===== config.mk =====
export PLATFORM = sky130hd
export DESIGN_NAME = rate_switch_seq
export DESIGN_NICKNAME = d
export VERILOG_FILES = /design/src/rtl/rate_switch_pkg.sv /design/src/rtl/rate_group_map.sv /design/src/rtl/rate_cycle_window.sv /design/src/rtl/rate_switch_seq.sv
export SDC_FILE = /design/constraint.sdc
export NUM_CORES = 1
export LEC_CHECK = 0
export ABC_AREA = 0
export BUFFER_PORTS_ARGS = -buffer_cell sky130_fd_sc_hd__buf_2
export CELL_PAD_IN_SITES_DETAIL_PLACEMENT = 1
export CELL_PAD_IN_SITES_GLOBAL_PLACEMENT = 2
export CORE_MARGIN = 2
export CORE_UTILIZATION = 36
export CTS_CLUSTER_DIAMETER = 30
export DETAILED_ROUTE_END_ITERATION = 10
export GPL_ROUTABILITY_DRIVEN = 0
export PLACE_DENSITY_LB_ADDON = 0.25
export SYNTH_ARGS = -nofsm -noshare
export SYNTH_HDL_FRONTEND = slang
export SYNTH_HIERARCHICAL = 1
export SYNTH_SLANG_ARGS = --single-unit

===== constraint.sdc =====
create_clock -name clk -period 5.9 [get_ports clk]
set_input_delay 0.295 -clock clk [delete_from_list [all_inputs] [get_ports clk]]
set_output_delay 0.295 -clock clk [all_outputs]
set_load 0.01 [all_outputs]

===== src/rtl/rate_switch_pkg.sv =====
package rate_switch_pkg;

    typedef enum logic [2:0] {
        SPD_10M  = 3'd0,
        SPD_100M = 3'd1,
        SPD_1G   = 3'd2,
        SPD_2G5  = 3'd3,
        SPD_10G  = 3'd4
    } speed_code_e;

    typedef enum logic [1:0] {
        GRP_LOW = 2'd0,
        GRP_2G5 = 2'd1,
        GRP_10G = 2'd2
    } rate_group_e;

    typedef enum logic [2:0] {
        S_IDLE,
        S_DRAIN,
        S_RECONFIG_REQ,
        S_RECONFIG_WAIT,
        S_PHY_RESET,
        S_DONE
    } seq_state_e;

    localparam int unsigned SPEED_W = 3;
    localparam int unsigned GROUP_W = 2;

endpackage


===== src/rtl/rate_group_map.sv =====
module rate_group_map
    import rate_switch_pkg::*;
(
    input  logic [SPEED_W-1:0] speed,
    output logic               legal,
    output logic [GROUP_W-1:0] group
);
    always_comb begin
        legal = 1'b1;
        group = GRP_LOW;
        unique case (speed)
            SPD_10M, SPD_100M, SPD_1G: group = GRP_LOW;
            SPD_2G5:                   group = GRP_2G5;
            SPD_10G:                   group = GRP_10G;
            default:                   legal = 1'b0;
        endcase
    end
endmodule


===== src/rtl/rate_cycle_window.sv =====
// Counts consecutive cycles while run is high; hit marks the last cycle of a
// window of 'limit' cycles. The count clears as soon as run drops.
module rate_cycle_window #(
    parameter int unsigned W = 8
) (
    input  logic         clk,
    input  logic         rst_n,
    input  logic         run,
    input  logic [W-1:0] limit,
    output logic         hit
);
    logic [W-1:0] cnt_q;

    assign hit = run && (cnt_q == limit - W'(1));

    always_ff @(posedge clk) begin
        if (!rst_n)
            cnt_q <= '0;
        else if (run && !hit)
            cnt_q <= cnt_q + W'(1);
        else
            cnt_q <= '0;
    end
endmodule


===== src/rtl/rate_switch_seq.sv =====
module rate_switch_seq
    import rate_switch_pkg::*;
#(
    parameter int unsigned RST_LEN_W   = 8,
    parameter int unsigned MIN_RST     = 8,
    parameter int unsigned ACK_TIMEOUT = 64,
    parameter logic [2:0]  INIT_SPEED  = 3'd2
) (
    input  logic       clk,
    input  logic       rst_n,
    input  logic       reg_req_valid,
    input  logic [2:0] reg_req_speed,
    input  logic       an_req_valid,
    input  logic [2:0] an_req_speed,
    input  logic       traffic_idle,
    input  logic       xcvr_cfg_ack,
    input  logic [7:0] rst_len,
    output logic       drain_req,
    output logic       xcvr_cfg_req,
    output logic [1:0] xcvr_cfg_rate,
    output logic       phy_rst,
    output logic [2:0] speed_sel,
    output logic       busy,
    output logic       done,
    output logic       cfg_error
);
    localparam int unsigned TO_W = $clog2(ACK_TIMEOUT + 1);

    seq_state_e         state_q, state_d;
    logic [SPEED_W-1:0] target_q, speed_q;
    logic               err_q;

    logic               reg_legal, an_legal, cur_legal;
    logic [GROUP_W-1:0] reg_grp, an_grp, cur_grp;
    logic [GROUP_W-1:0] tgt_grp;
    logic               tgt_legal_unused;

    logic               accept;
    logic [SPEED_W-1:0] pick_speed;
    logic [GROUP_W-1:0] pick_grp;

    logic [RST_LEN_W-1:0] rst_eff;
    logic               rst_hit, wd_hit, go_err;

    // group lookups: two request sources, the active speed and the latched target
    rate_group_map u_map_reg (.speed(reg_req_speed), .legal(reg_legal), .group(reg_grp));
    rate_group_map u_map_an  (.speed(an_req_speed),  .legal(an_legal),  .group(an_grp));
    rate_group_map u_map_cur (.speed(speed_q),       .legal(cur_legal), .group(cur_grp));
    rate_group_map u_map_tgt (.speed(target_q),      .legal(tgt_legal_unused), .group(tgt_grp));

    // request arbitration: register source wins over auto-negotiation
    always_comb begin
        accept     = 1'b0;
        pick_speed = speed_q;
        pick_grp   = cur_grp;
        if (state_q == S_IDLE) begin
            if (reg_req_valid && reg_legal) begin
                accept     = 1'b1;
                pick_speed = reg_req_speed;
                pick_grp   = reg_grp;
            end else if (an_req_valid && an_legal) begin
                accept     = 1'b1;
                pick_speed = an_req_speed;
                pick_grp   = an_grp;
            end
        end
    end

    assign rst_eff = (rst_len < RST_LEN_W'(MIN_RST)) ? RST_LEN_W'(MIN_RST) : rst_len;

    rate_cycle_window #(.W(RST_LEN_W)) u_rst_window (
        .clk   (clk),
        .rst_n (rst_n),
        .run   (state_q == S_PHY_RESET),
        .limit (rst_eff),
        .hit   (rst_hit)
    );

    rate_cycle_window #(.W(TO_W)) u_ack_watchdog (
        .clk   (clk),
        .rst_n (rst_n),
        .run   (state_q == S_RECONFIG_WAIT),
        .limit (TO_W'(ACK_TIMEOUT)),
        .hit   (wd_hit)
    );

    assign go_err = (state_q == S_RECONFIG_WAIT) && !xcvr_cfg_ack && wd_hit;

    // next state
    always_comb begin
        state_d = state_q;
        unique case (state_q)
            S_IDLE:          if (accept) state_d = (pick_grp == cur_grp) ? S_DONE : S_DRAIN;
            S_DRAIN:         if (traffic_idle) state_d = S_RECONFIG_REQ;
            S_RECONFIG_REQ:  state_d = S_RECONFIG_WAIT;
            S_RECONFIG_WAIT: if (xcvr_cfg_ack) state_d = S_PHY_RESET;
                             else if (wd_hit) state_d = S_DONE;
            S_PHY_RESET:     if (rst_hit) state_d = S_DONE;
            S_DONE:          state_d = S_IDLE;
            default:         state_d = S_IDLE;
        endcase
    end

    // state register
    always_ff @(posedge clk) begin
        if (!rst_n) state_q <= S_IDLE;
        else        state_q <= state_d;
    end

    // request target, active speed and error flag
    always_ff @(posedge clk) begin
        if (!rst_n) begin
            target_q <= INIT_SPEED;
            speed_q  <= INIT_SPEED;
            err_q    <= 1'b0;
        end else begin
            if (accept) begin
                target_q <= pick_speed;
                err_q    <= 1'b0;
                if (pick_grp == cur_grp) speed_q <= pick_speed;
            end else if (go_err) begin
                err_q <= 1'b1;
            end else if (state_q == S_PHY_RESET && rst_hit) begin
                speed_q <= target_q;
            end
        end
    end

    // outputs
    always_comb begin
        drain_req     = 1'b0;
        xcvr_cfg_req  = 1'b0;
        phy_rst       = 1'b0;
        busy          = 1'b1;
        done          = 1'b0;
        xcvr_cfg_rate = tgt_grp;
        unique case (state_q)
            S_IDLE:          busy = 1'b0;
            S_DRAIN:         drain_req = 1'b1;
            S_RECONFIG_REQ:  begin drain_req = 1'b1; xcvr_cfg_req = 1'b1; end
            S_RECONFIG_WAIT: drain_req = 1'b1;
            S_PHY_RESET:     begin drain_req = 1'b1; phy_rst = 1'b1; end
            S_DONE:          done = 1'b1;
            default:         busy = 1'b0;
        endcase
    end

    assign speed_sel = speed_q;
    assign cfg_error = err_q;

endmodule


==> reports/metrics.yaml <==
cp.required_ns: 6.13
hp-class: "primary input to flip-flop"
cellLeakagePower_nw: 0.921
dieArea_um2: 5830
worst_clock_skew_ns: 0.0104
peakVddDrop_mv: 0.219
start_kind: "primary input"
cts-root-buf: "clkbuf_8"
synth_cells: 222
max_clock_freq_mhz: 313
yosys_warnings: 6
first_global_vias: 1706
grt_pass1_wl_um: 7770
row_count: 26
endpoint_kind: "flip-flop"
drv_cap: 0
critPathKind: "primary input to flip-flop"
diodes: 0
finalMaxSlewViolations: 0
cts_buffer_depth: 2
dpl.hpwl_um: 3470
ant_nets: 0
period_share_pct: 54.2
setup_violations: 0
globalRoute.totalOverflow: 0
die_w_um: 76.3
tns_ns: 0
ctsResizeCount: 0
hold_viol_final: 0
cts_made_buffers: 3
path_cells: "buf_2 -> or4_1 -> nor2_1 -> nor2b_1 -> inv_1 -> ha_1 -> xor2_1 -> nand3_1 -> a2111oi_4 -> and3_1 -> inv_1 -> a31oi_1 -> o21ai_0 -> nor3_1 -> o21a_1"
netlist_area_um2: 1880
groute.usage.overall_pct: 16.1
avgSynthCellArea_um2: 8.48
fin_crit_ns: 3.20
slowest_stage: "a2111oi_4"
io_buffers: 30
via_per_inst: 5.07
core-area_um2: 5070
worst_pin_slew_ns: 0.596
antenna_found_initial: 0
cts_tree: "built"
grt_max_degree: 15
clk_pin_slew_ns: 0.09
wl_um: 4390
slew_headroom_pct: 60.2
rsz0062_at_grt: "false"
worst_path_most_repeated_cell: "inv_1"
die_h_um: 76.3
drtIter0Drc: 50
power_density_nw_per_um2: 250
cts_setup_buffers: 0
fin_nets: 294
finalPower_mw: 0.552
drive_above_1_share_pct: 19.3
cts.htree.levels: 1
areaGrowthSynthToFinish_pct: 17.1
start_util_pct: 37.1
status: "completed"
cp_max_fo: 9
path_buf_inv: 3
hold_buffers: 0
vias: 1718
drc: 0
crit_arrival_ns: 3.42
cp_top_family: "simple AND/OR/NAND/NOR gates"
avgRoutedWirePerCell_um: 12.9
clock-sinks: 25
first_pass_iters: 3
design.portCount: 31
cpPeakStageDelay_ns: 0.57
worst_skew_pair.late_latency_ns: 0.27
## cells in the final DEF (no fill, tap or decap), types with 7 or more instances in the layout
cell,n
inv_1,10
a21oi_1,7
conb_1,22
nand2_1,12
xnor2_1,14
dfxtp_1,25
xor2_1,18
nand3_1,15
buf_2,30
a211oi_1,13
nor3_1,7
o21ai_0,9
nor2_1,13
## worst register-to-register path, stage by stage (launching register included)
cell       delay, ns
dfxtp_1         0.40
xor2_1          0.19
xnor2_1         0.14
nand3_1         0.13
a2111oi_4       0.57
and3_1          0.27
inv_1           0.07
a31oi_1         0.16
o21ai_0         0.12
nor3_1          0.21
o21a_1          0.15
## per-layer routing
layer  wire, µm  share of wire [%]  vias to the layer above  track usage, %
met5          0                  0                        -               0
met4         72                1.6                        0            6.18
met3        176                4.0                        6            3.08
met2       2040                 47                       29            26.6
met1       2090                 48                      801            20.6
li1           -                  -                      882               -
## through the flow
step	utilization, %	cell area (µm²)	cells	hold WS (ns)	worst slack (ns)
final	43.5	2210	339	0.320	2.70
after global routing	43.5	2210	339	0.338	2.37
after CTS	43.5	2210	339	0.322	2.72
after detailed placement	42.6	2160	335	0.501	2.43
after global placement	42.6	2160	335	0.495	2.53
after floorplan	-	1960	242	0.357	2.89
## where the power goes
part           leakage, nW  switching, mW  internal (mW)
logic                0.692          0.127         0.0976
registers            0.203         0.0339          0.191
clock network       0.0255         0.0557         0.0473
total                0.921          0.216          0.335
## layout make-up
cell class              instances  area, µm²
inverters                      10       37.5
clock inverters                 1       5.00
flip-flops and latches         25        500
well taps                      70       87.6
multi-input cells             200       1380
repair buffers                 30        150
fillers                       656       2870
clock buffers                   3       41.3
## flip-flops by register name, indices dropped and copies added (netlist names)
register              cells
u_rst_window/cnt_q        8
u_ack_watchdog/cnt_q      7
speed_sel                 3
state_q                   3
target_q                  3
cfg_error                 1
## final timing paths
| path | to | from | depth (start not counted) | slack, ns |
|---|---|---|---|---|
| hold / removal | target_q[1] | rst_n | 2 | 0.32 |
| hold reg to reg | u_ack_watchdog/cnt_q[0] | u_ack_watchdog/cnt_q[0] | 1 | 0.51 |
| setup reg to reg | state_q[2] | u_rst_window/cnt_q[3] | 10 | 3.45 |
| setup / recovery | state_q[2] | rst_len[6] | 15 | 2.70 |
No activity file was read; power rests on OpenSTA's default activity.
